**src/rtl/pwm_aq_pkg.sv**
```systemverilog
// Package: shared constants and types for the symmetric PWM block.
// Assumes the action word is 12 bits, six 2-bit fields, in event-index order.
package pwm_aq_pkg;
    localparam int ACT_W    = 12;
    localparam int N_EVT    = 6;
    localparam int N_REGS   = 4;

    // Event indices; a higher index wins when several fire together.
    localparam int EV_ZERO  = 0;
    localparam int EV_PRD   = 1;
    localparam int EV_CAU   = 2;
    localparam int EV_CAD   = 3;
    localparam int EV_CBU   = 4;
    localparam int EV_CBD   = 5;

    typedef enum logic [1:0] {
        ACT_NONE = 2'b00,
        ACT_LOW  = 2'b01,
        ACT_HIGH = 2'b10,
        ACT_TOG  = 2'b11
    } act_code_e;

    typedef enum logic [1:0] {
        REG_PRD  = 2'd0,
        REG_CMPA = 2'd1,
        REG_CMPB = 2'd2,
        REG_ACT  = 2'd3
    } reg_sel_e;
endpackage

```
**src/rtl/pwm_shadow_reg.sv**
```systemverilog
// Two-copy register: writes land in the shadow copy. In immediate mode the
// active copy is written on the same edge; otherwise the shadow copy moves
// to the active copy on the clock where the counter is zero.
// Assumes at_zero is high for the whole clock the counter equals 0.
module pwm_shadow_reg #(
    parameter int W = 16
) (
    input  logic         clk,
    input  logic         rst_n,
    input  logic         wr_en,
    input  logic [W-1:0] wr_data,
    input  logic         imm,
    input  logic         at_zero,
    output logic [W-1:0] active
);
    logic [W-1:0] shadow;

    // Shadow copy: capture every write.
    always_ff @(posedge clk) begin
        if (!rst_n)
            shadow <= '0;
        else if (wr_en)
            shadow <= wr_data;
    end

    // Active copy: immediate bypass, or transfer at counter zero.
    always_ff @(posedge clk) begin
        if (!rst_n)
            active <= '0;
        else if (wr_en && imm)
            active <= wr_data;
        else if (at_zero && !imm)
            active <= shadow;
    end


    hold_between_zero_chk: assert property (@(posedge clk) disable iff (!rst_n)
        (!at_zero && !(wr_en && imm)) |=> $stable(active));


    imm_write_chk: assert property (@(posedge clk) disable iff (!rst_n)
        (wr_en && imm) |=> (active == $past(wr_data)));
endmodule

```
**src/rtl/pwm_timebase.sv**
```systemverilog
// Up-down time-base counter: 0 -> P -> 0 with no repeated count at either
// turn. up flags the direction by which the present count was reached.
// Assumes the period input is the active period; a period of 0 parks at 0.
module pwm_timebase #(
    parameter int CNT_W = 16
) (
    input  logic             clk,
    input  logic             rst_n,
    input  logic [CNT_W-1:0] prd,
    output logic [CNT_W-1:0] cnt,
    output logic             up
);
    // Counter and direction update.
    always_ff @(posedge clk) begin
        if (!rst_n) begin
            cnt <= '0;
            up  <= 1'b1;
        end else if (up) begin
            if (cnt >= prd) begin
                if (cnt != '0) begin
                    cnt <= cnt - 1'b1;
                    up  <= 1'b0;
                end
            end else begin
                cnt <= cnt + 1'b1;
            end
        end else begin
            if (cnt == '0) begin
                up <= 1'b1;
                if (prd != '0)
                    cnt <= {{(CNT_W-1){1'b0}}, 1'b1};
            end else begin
                cnt <= cnt - 1'b1;
            end
        end
    end


    rise_step_chk: assert property (@(posedge clk) disable iff (!rst_n)
        (up && cnt < prd) |=> (up && cnt == $past(cnt) + 1'b1));


    fall_step_chk: assert property (@(posedge clk) disable iff (!rst_n)
        (!up && cnt != '0) |=> (cnt == $past(cnt) - 1'b1));


    peak_turn_chk: assert property (@(posedge clk) disable iff (!rst_n)
        (up && cnt == prd && prd != '0) |=> (!up && cnt == $past(cnt) - 1'b1));


    floor_turn_chk: assert property (@(posedge clk) disable iff (!rst_n)
        (!up && cnt == '0 && prd != '0) |=> (up && cnt == 1));
endmodule

```
**src/rtl/pwm_action_qual.sv**
```systemverilog
// Action qualifier: decodes the six counter events, picks the strongest
// event that carries a non-zero code, and registers the output level.
// Assumes compares and period are active values from the shadow registers.
module pwm_action_qual
    import pwm_aq_pkg::*;
#(
    parameter int CNT_W = 16
) (
    input  logic             clk,
    input  logic             rst_n,
    input  logic [CNT_W-1:0] cnt,
    input  logic             up,
    input  logic [CNT_W-1:0] prd,
    input  logic [CNT_W-1:0] cmpa,
    input  logic [CNT_W-1:0] cmpb,
    input  logic [CNT_W-1:0] act,
    output logic             pwm
);
    logic [N_EVT-1:0] evt;
    logic [1:0]       sel_code;
    logic             unused_act;

    assign unused_act = ^act[CNT_W-1:ACT_W];

    // Event decode from counter, direction and thresholds.
    always_comb begin
        evt          = '0;
        evt[EV_ZERO] = (cnt == '0);
        evt[EV_PRD]  = (cnt == prd);
        evt[EV_CAU]  = (cnt == cmpa) &&  up;
        evt[EV_CAD]  = (cnt == cmpa) && !up;
        evt[EV_CBU]  = (cnt == cmpb) &&  up;
        evt[EV_CBD]  = (cnt == cmpb) && !up;
    end

    // Priority pick: later (higher) index overrides when its code is active.
    always_comb begin
        sel_code = ACT_NONE;
        for (int i = 0; i < N_EVT; i++) begin
            if (evt[i] && act[2*i +: 2] != ACT_NONE)
                sel_code = act[2*i +: 2];
        end
    end

    // Output register applying the selected code.
    always_ff @(posedge clk) begin
        if (!rst_n)
            pwm <= 1'b0;
        else begin
            case (sel_code)
                ACT_LOW:  pwm <= 1'b0;
                ACT_HIGH: pwm <= 1'b1;
                ACT_TOG:  pwm <= ~pwm;
                default:  pwm <= pwm;
            endcase
        end
    end


    quiet_hold_chk: assert property (@(posedge clk) disable iff (!rst_n)
        (evt == '0) |=> $stable(pwm));


    cbd_wins_chk: assert property (@(posedge clk) disable iff (!rst_n)
        (evt[EV_CBD] && act[11:10] == ACT_HIGH) |=> pwm);


    cbd_low_wins_chk: assert property (@(posedge clk) disable iff (!rst_n)
        (evt[EV_CBD] && act[11:10] == ACT_LOW) |=> !pwm);
endmodule

```
**src/rtl/sym_pwm_aq.sv**
```systemverilog
// Top: symmetric triangle-carrier PWM with per-event action qualifier and
// shadowed period, compare A, compare B and action registers.
// Assumes CNT_W >= 12 so the action word fits the write data.
module sym_pwm_aq
    import pwm_aq_pkg::*;
#(
    parameter int CNT_W = 16
) (
    input  logic             clk,
    input  logic             rst_n,
    input  logic             wr_en,
    input  logic [1:0]       wr_addr,
    input  logic [CNT_W-1:0] wr_data,
    input  logic [3:0]       imm_load,
    output logic             pwm_out,
    output logic [CNT_W-1:0] cnt_val,
    output logic             cnt_up
);
    logic [CNT_W-1:0] act_val [N_REGS];
    logic             at_zero;

    assign at_zero = (cnt_val == '0);

    // One two-copy register per write address (R12 decode).
    for (genvar g = 0; g < N_REGS; g++) begin : g_regs
        pwm_shadow_reg #(.W(CNT_W)) u_reg (
            .clk     (clk),
            .rst_n   (rst_n),
            .wr_en   (wr_en && (wr_addr == 2'(g))),
            .wr_data (wr_data),
            .imm     (imm_load[g]),
            .at_zero (at_zero),
            .active  (act_val[g])
        );
    end

    pwm_timebase #(.CNT_W(CNT_W)) u_tb (
        .clk   (clk),
        .rst_n (rst_n),
        .prd   (act_val[REG_PRD]),
        .cnt   (cnt_val),
        .up    (cnt_up)
    );

    pwm_action_qual #(.CNT_W(CNT_W)) u_aq (
        .clk   (clk),
        .rst_n (rst_n),
        .cnt   (cnt_val),
        .up    (cnt_up),
        .prd   (act_val[REG_PRD]),
        .cmpa  (act_val[REG_CMPA]),
        .cmpb  (act_val[REG_CMPB]),
        .act   (act_val[REG_ACT]),
        .pwm   (pwm_out)
    );
endmodule

```
**config.mk**
```make
export PLATFORM = sky130hd
export DESIGN_NAME = sym_pwm_aq
export DESIGN_NICKNAME = d
export VERILOG_FILES = /design/src/rtl/pwm_aq_pkg.sv /design/src/rtl/pwm_shadow_reg.sv /design/src/rtl/pwm_timebase.sv /design/src/rtl/pwm_action_qual.sv /design/src/rtl/sym_pwm_aq.sv
export SDC_FILE = /design/constraint.sdc
export NUM_CORES = 1
export LEC_CHECK = 0
export ABC_AREA = 1
export BUFFER_PORTS_ARGS = -buffer_cell sky130_fd_sc_hd__buf_2
export CAP_MARGIN = 10
export CORE_MARGIN = 4
export CORE_UTILIZATION = 25
export DETAILED_ROUTE_END_ITERATION = 6
export MAX_ROUTING_LAYER = met4
export PLACE_DENSITY_LB_ADDON = 0.08
export SYNTH_ARGS = -nofsm -noshare
export SYNTH_HDL_FRONTEND = slang
export SYNTH_SLANG_ARGS = --single-unit
```
**constraint.sdc**
```tcl
create_clock -name clk -period 5.35 [get_ports clk]
set_input_delay 0 -clock clk [delete_from_list [all_inputs] [get_ports clk]]
set_output_delay 0 -clock clk [all_outputs]
set_load 0.01 [all_outputs]
```
==> flow_metrics.tcl, run 1 <==
set metrics [dict create \
    layout-drive-gt1-share_pct 11.2 \
    cts.htree.levels 4 \
    detail_route.wl_per_cell_microns 18.1 \
    synth.cell_area_sq_um 7370 \
    dieArea_sq_um 32300 \
    worst-path-buf-inv 1 \
    critPathTopFamily "simple AND/OR/NAND/NOR gates" \
    floorplan.initialDensity_pct 25.5 \
    wl_microns 27100 \
    post_placement_cell_count 1444 \
    fin_cells 1499 \
    globalRouteTotalUtil_pct 17.3 \
    cellLeakagePower_nw 3.60 \
    route.vias.total 6910 \
    synth_compound_gate_area_share_pct 20.4 \
    cp_slowest_stage_delay_ns 0.72 \
    setup_violations 0 \
    first_pass_iters 4 \
    drtAntennaViolNets 0 \
    setup_fix_bufs_post_cts 0 \
    setup.worst_path.end_class "flop" \
    rsz0062_at_grt "no" \
    synthesis.nets 1108 \
    cts_resized 0 \
    max_freq_mhz 316 \
    worst-path-max-fanout 21 \
    global_route_wire_length_before_repair_microns 41800 \
    tritoncts.num_buffers 17 \
    combinational_family_with_the_most_area_after_synthesis "simple AND/OR/NAND/NOR gates" \
    relSlewSlack_pct 39.6 \
    power_per_cell_area_nw_per_um2 499 \
    num_rows 62 \
    worstHoldPathType "input port to flop" \
    clock-skew-final_ns 0.0169 \
    timing.critical_path.cells "ha_1 -> nand2_1 -> nor2_1 -> nand3_1 -> nor2_1 -> nor3_2 -> nand3_1 -> inv_1 -> nand2_1 -> a21oi_1 -> nor2_1" \
    post_detailed_route_via_to_cell_ratio 4.61 \
    detail_route.drc_violations 0 \
    power_mw 4.33 \
    fp.coreArea_sq_um 28900 \
    required_ns 5.68 \
    gpl.final_weighted_congestion 0.817 \
    worstSkewPairLatency_ns 0.43 \
    final.fill_count 3237 \
    area.growth.synth_to_final_pct 17.9 \
    io_pins 43 \
    synth_simple_gate_area_share_pct 25.9 \
    cts_tree "built" \
    seq_area_frac_synth_pct 37.5 \
    synth-xor-area-share_pct 3.45 \
    place_worst_setup_slack_ns 2.21 \
    synth_mux_area_share_pct 0 \
    synth_area_per_cell_sq_um 6.92 \
    clk_pin_slew_ns 0.08 \
    synthCells 1064 \
    final_net_count 1147 \
    synthDistinctLibCells 44 \
    number_of_enable_flip_flop_cells_after_synthesis 0 \
    final_hold_viol_count 0 \
    setup.worst_path.start_class "flop" \
    final_worst_path_period_need_ns 3.16 \
    critPathSlowestCell "sky130_fd_sc_hd__dfxtp_1" \
    port-buffer-count 42 \
    global_route.overflow_total 0 \
    fp.dieH_microns 180 \
    timing.final.ws_setup_ns 2.19 \
    synth-seq-cells 138 \
    finalCritPeriodShare_pct 59.2 \
    max_cap_viol_count 0 \
    cts_root_buffer "sky130_fd_sc_hd__clkbuf_16" \
    worstMarginPinSlew_ns 0.904 \
    grt_antenna_before_repair 0 \
    critical_path_arrival_ns 3.49 \
    dieWidth_microns 180 \
    via_count_of_the_first_global_routing_pass 6632 \
    critPathKind "flop to flop" \
    vdd.ir_drop.worst_v 0.000189 \
    adder_cell_area_share_of_the_yosys_netlist_pct 3.23 \
    final-max-slew-violation-count 0 \
    post_layout_util_pct 30.1 \
    ys_warnings 0 \
    drt_first_iter_violations 435 \
    outcome "complete, no violations" \
    timing.critical_path.mode_cell "sky130_fd_sc_hd__nor2_1" \
    place.detailed.hpwl_microns 20000 \
    yosys_most_used_dff "sky130_fd_sc_hd__dfxtp_1" \
    buffer_depth_of_the_longest_clock_path 2 \
    final.setup.tns_ns 0 \
    grt_start_max_net_pins 82 \
    cts_sinks 138 \
    insertedDiodeCount 0 \
    asyncSetResetFlopFracSynth_pct 0 \
]
-- layout make-up --
cell class / count / area, sq um / share of cell area, %
clock buffers: 17 / 425 / 4.90
clock inverters: 14 / 183 / 2.10
inverters: 114 / 429 / 4.94
multi-input cells: 759 / 3900 / 44.9
flip-flops and latches: 138 / 2760 / 31.8
well taps: 384 / 480 / 5.53
repair buffers: 73 / 503 / 5.79
-- metal layers --
metal / vias to the layer above / wire (microns) / global-route usage (%) / part of all wire [%]
met5: - / 0 / - / 0
li1: 3581 / - / - / -
met3: 25 / 721 / 2.24 / 2.7
met2: 118 / 11800 / 25.8 / 43
met4: 0 / 422 / 4.42 / 1.6
met1: 3186 / 14200 / 24.9 / 52
-- final timing paths --
path / from / end / slack [ns] / cells past startpoint
setup / recovery: u_tb.cnt[15]$_SDFFE_PN0P_ / u_tb.cnt[4]$_SDFFE_PN0P_ / 2.19 / 11
hold / removal: wr_en / g_regs[2].u_reg.shadow[9]$_SDFFE_PN0P_ / 0.04 / 5
setup reg to reg: u_tb.cnt[15]$_SDFFE_PN0P_ / u_tb.cnt[4]$_SDFFE_PN0P_ / 2.19 / 11
hold reg to reg: g_regs[2].u_reg.shadow[10]$_SDFFE_PN0P_ / g_regs[2].u_reg.shadow[10]$_SDFFE_PN0P_ / 0.45 / 2
-- kinds of logic (layout without fill, tap and decap cells) --
group / count (synthesis) / after routing
DFF: 138 / 138
AOI/OAI and AO/OA: 279 / 279
adders and majority gates: 19 / 19
xor gates and xnor gates: 29 / 29
and+or+nand+nor: 432 / 432
buffers and inverters: 167 / 218
-- cell usage after synthesis, types with 8 or more instances --
master | count | share of area [%]
sky130_fd_sc_hd__o21ai_0 | 75 | 5.1
sky130_fd_sc_hd__dfxtp_1 | 138 | 38
sky130_fd_sc_hd__xnor2_1 | 19 | 2.3
sky130_fd_sc_hd__clkbuf_1 | 32 | 1.6
sky130_fd_sc_hd__ha_1 | 19 | 3.2
sky130_fd_sc_hd__nand4_1 | 18 | 1.5
sky130_fd_sc_hd__inv_1 | 103 | 5.2
sky130_fd_sc_hd__xor2_1 | 10 | 1.2
sky130_fd_sc_hd__a211oi_1 | 12 | 1.2
sky130_fd_sc_hd__nand3_1 | 39 | 2.6
sky130_fd_sc_hd__nand2_1 | 214 | 11
sky130_fd_sc_hd__o21ai_1 | 11 | 0.75
sky130_fd_sc_hd__buf_2 | 11 | 0.75
sky130_fd_sc_hd__nor4_1 | 9 | 0.76
sky130_fd_sc_hd__a21oi_1 | 163 | 11
sky130_fd_sc_hd__nor2_1 | 120 | 6.1
sky130_fd_sc_hd__inv_2 | 8 | 0.41
-- metrics by stage --
stage	hold WS, ns	area (sq um)
6_report	0.0370	8680
5_1_grt	0.0414	8680
4_1_cts	0.0229	8680
3_5_place_dp	0.296	7840
3_3_place_gp	0.299	7840
2_1_floorplan	0.149	7370
-- power breakdown --
group	switching, mW	internal (mW)
registers	0.249	1.16
clock network	0.521	0.744
logic	1.10	0.566
-- worst reg2reg max path: cells and delay by family, from the launching register on --
family / cells / cell delay [ns]
AND/OR/NAND/NOR: 8 / 1.34
flip-flops: 1 / 0.72
buffers and inverters: 1 / 0.49
adder cells (fa/ha/maj): 1 / 0.36
AO/OA/AOI/OAI: 1 / 0.16
-- sequential cells by signal, indices dropped and copies added (netlist names) --
signal and cells:
u_aq.pwm 1, g_regs.u_reg.shadow 60, u_tb.cnt 16, u_tb.up 1
g_regs.u_reg.active 60
-- placed cells by master, fill, tap and decap left out, types with 12 or more instances in the layout --
master and instances:
sky130_fd_sc_hd__ha_1 19, sky130_fd_sc_hd__dlygate4sd3_1 24, sky130_fd_sc_hd__nand3_1 39, sky130_fd_sc_hd__a21oi_1 163, sky130_fd_sc_hd__xnor2_1 19, sky130_fd_sc_hd__a211oi_1 12
sky130_fd_sc_hd__nand4_1 18, sky130_fd_sc_hd__inv_1 102, sky130_fd_sc_hd__dfxtp_1 138, sky130_fd_sc_hd__buf_2 42, sky130_fd_sc_hd__nor2_1 119, sky130_fd_sc_hd__nand2_1 214
sky130_fd_sc_hd__o21ai_0 75, sky130_fd_sc_hd__clkbuf_16 17
-- timing repair --
action | 4_1_cts | 5_1_grt
endpoints found under the setup margin | 0 | 0
hold endpoints to repair | 36 | 0
hold buffers | 24 | 0
Power figures use the tool's default switching activity.
==> run 2, diff against run 1 <==
- clock period: 5.35 -> 3.2 ns (I/O delays scaled with it)
==> run 2 against run 1 <==
Largest power group unchanged. Routed wire length shrank 1.1%. Critical endpoint is now u_tb.cnt[8]$_SDFFE_PN0P_. Core utilization grew 0.43 points. Fmax grew 18%. Combinational power grew 81%. Sequential power grew 59%. Final area grew 1.4%.
==> flow_metrics.tcl, run 2 (same netlist as run 1, synthesis figures left out) <==
set metrics [dict create \
    outcome "complete, no violations" \
    critical_path_arrival_ns 3.01 \
    critPathTopFamily "simple AND/OR/NAND/NOR gates" \
    final_net_count 1164 \
    drtAntennaViolNets 0 \
    post_layout_util_pct 30.5 \
    maxUsedRoutingLayer "met4" \
    route.vias.total 6920 \
    cts_tree "built" \
    num_rows 62 \
    final_common_cell "sky130_fd_sc_hd__nand2_1" \
    insertedDiodeCount 0 \
    cts_root_buffer "sky130_fd_sc_hd__clkbuf_16" \
    setup.worst_path.end_class "flop" \
    relSlewSlack_pct 45.3 \
    grt_start_max_net_pins 46 \
    finalCritPeriodShare_pct 83.9 \
    post_detailed_route_via_to_cell_ratio 4.56 \
    fp.coreArea_sq_um 28900 \
    clock-skew-final_ns 0.0120 \
    wl_met3_microns 640 \
    worstSkewPairLatency_ns 0.43 \
    most-common-layout-cells "214 x sky130_fd_sc_hd__nand2_1, 163 x sky130_fd_sc_hd__a21oi_1, 138 x sky130_fd_sc_hd__dfxtp_1, 119 x sky130_fd_sc_hd__nor2_1, 102 x sky130_fd_sc_hd__inv_1" \
    floorplan.initialDensity_pct 25.5 \
    power_per_cell_area_nw_per_um2 824 \
    cts.htree.levels 4 \
    final-max-slew-violation-count 0 \
    critPathSlowestCell "sky130_fd_sc_hd__dfxtp_1" \
    port-buffer-count 42 \
    worst-path-buf-inv 1 \
    first_pass_iters 4 \
    wirelength_met1_microns 14000 \
    via_count_of_the_first_global_routing_pass 6822 \
    wl_microns 26800 \
    buffer_depth_of_the_longest_clock_path 2 \
    critPathKind "flop to flop" \
    dieWidth_microns 180 \
    cts_hold_buf 25 \
    worstMarginPinSlew_ns 0.819 \
    clk_pin_slew_ns 0.07 \
    final_hold_viol_count 0 \
    rsz0062_at_grt "no" \
    max_freq_mhz 373 \
    dieArea_sq_um 32300 \
    timing.critical_path.mode_cell "sky130_fd_sc_hd__nor2_1" \
    global_route_wire_length_before_repair_microns 42100 \
    fp.dieH_microns 180 \
    setup_fix_bufs_post_cts 0 \
    detail_route.drc_violations 0 \
    place.detailed.hpwl_microns 20200 \
    layout-drive-gt1-share_pct 12.5 \
    worstHoldPathType "input port to flop" \
    fin_cells 1516 \
    met2_wirelength_microns 11800 \
    grt_antenna_before_repair 0 \
    post_placement_cell_count 1460 \
    vdd.ir_drop.worst_v 0.000254 \
    cts_resized 0 \
    cp_slowest_stage_delay_ns 0.64 \
    gpl.final_weighted_congestion 0.830 \
    globalRouteTotalUtil_pct 17.3 \
    drt_first_iter_violations 453 \
    global_route.overflow_total 0 \
    area.growth.synth_to_final_pct 19.6 \
    tritoncts.num_buffers 17 \
    final_worst_path_period_need_ns 2.68 \
    io_pins 43 \
    layout_top_registers "g_regs.u_reg.active (60), g_regs.u_reg.shadow (60), u_tb.cnt (16)" \
    worst-path-max-fanout 11 \
    cellLeakagePower_nw 3.67 \
    max_cap_viol_count 0 \
    detail_route.wl_per_cell_microns 17.7 \
    setup.worst_path.start_class "flop" \
    final.setup.tns_ns 0 \
    required_ns 3.52 \
    timing.critical_path.cells "ha_1 -> nand2_1 -> nor2_1 -> nand3_1 -> nor2_1 -> nor3_2 -> nand3_1 -> inv_1 -> nand2_1 -> a21oi_1 -> nor2_1" \
    setup_violations 0 \
    cts_sinks 138 \
]
run 2: final timing paths:
check / start / to / slack [ns] / depth (start not counted)
max reg2reg: u_tb.cnt[10]$_SDFFE_PN0P_ / u_tb.cnt[8]$_SDFFE_PN0P_ / 0.52 / 11
min: imm_load[3] / g_regs[3].u_reg.active[2]$_SDFFE_PN0P_ / 0.04 / 4
min reg2reg: g_regs[2].u_reg.shadow[2]$_SDFFE_PN0P_ / g_regs[2].u_reg.shadow[2]$_SDFFE_PN0P_ / 0.45 / 2
max: u_tb.cnt[10]$_SDFFE_PN0P_ / u_tb.cnt[8]$_SDFFE_PN0P_ / 0.52 / 11
run 2: power by group:
part / total, mW / internal [mW] / switching [mW]
Sequential: 2.22 / 1.93 / 0.288
Clock: 2.03 / 1.16 / 0.861
Combinational: 3.01 / 1.04 / 1.97
run 2: layer usage:
layer	vias to the layer above	track usage, %
li1	3614	-
met1	3184	24.6
met2	98	26.0
met3	24	2.16
met4	0	4.51
met5	-	-
run 2: worst register-to-register path: stages (launching register included):
cell	delay (ns)
sky130_fd_sc_hd__dfxtp_1	0.64
sky130_fd_sc_hd__ha_1	0.33
sky130_fd_sc_hd__nand2_1	0.07
sky130_fd_sc_hd__nor2_1	0.05
sky130_fd_sc_hd__nand3_1	0.11
sky130_fd_sc_hd__nor2_1	0.09
sky130_fd_sc_hd__nor3_2	0.23
sky130_fd_sc_hd__nand3_1	0.34
sky130_fd_sc_hd__inv_1	0.38
sky130_fd_sc_hd__nand2_1	0.13
sky130_fd_sc_hd__a21oi_1	0.16
sky130_fd_sc_hd__nor2_1	0.06
run 2: stage by stage:
| stage | area [sq um] | power [mW] | hold slack (ns) | setup slack (ns) |
|---|---|---|---|---|
| after floorplan | 7370 | 4.32 | 0.149 | 1.06 |
| after CTS | 8810 | 7.35 | 0.00939 | 0.499 |
| after detailed placement | 7970 | 5.27 | 0.298 | 0.523 |
| final | 8810 | 7.26 | 0.0351 | 0.516 |
| after global placement | 7970 | 5.31 | 0.290 | 0.497 |
| after global routing | 8810 | 7.84 | 0.0272 | 0.229 |
run 2: cell type report:
cell class,instances,area [sq um]
tap,384,480
inverter,114,429
fill,3241,20000
sequential,138,2760
clock buffer,17,425
timing repair buffer,90,646
clock inverter,14,164
multi-input combinational,759,3900
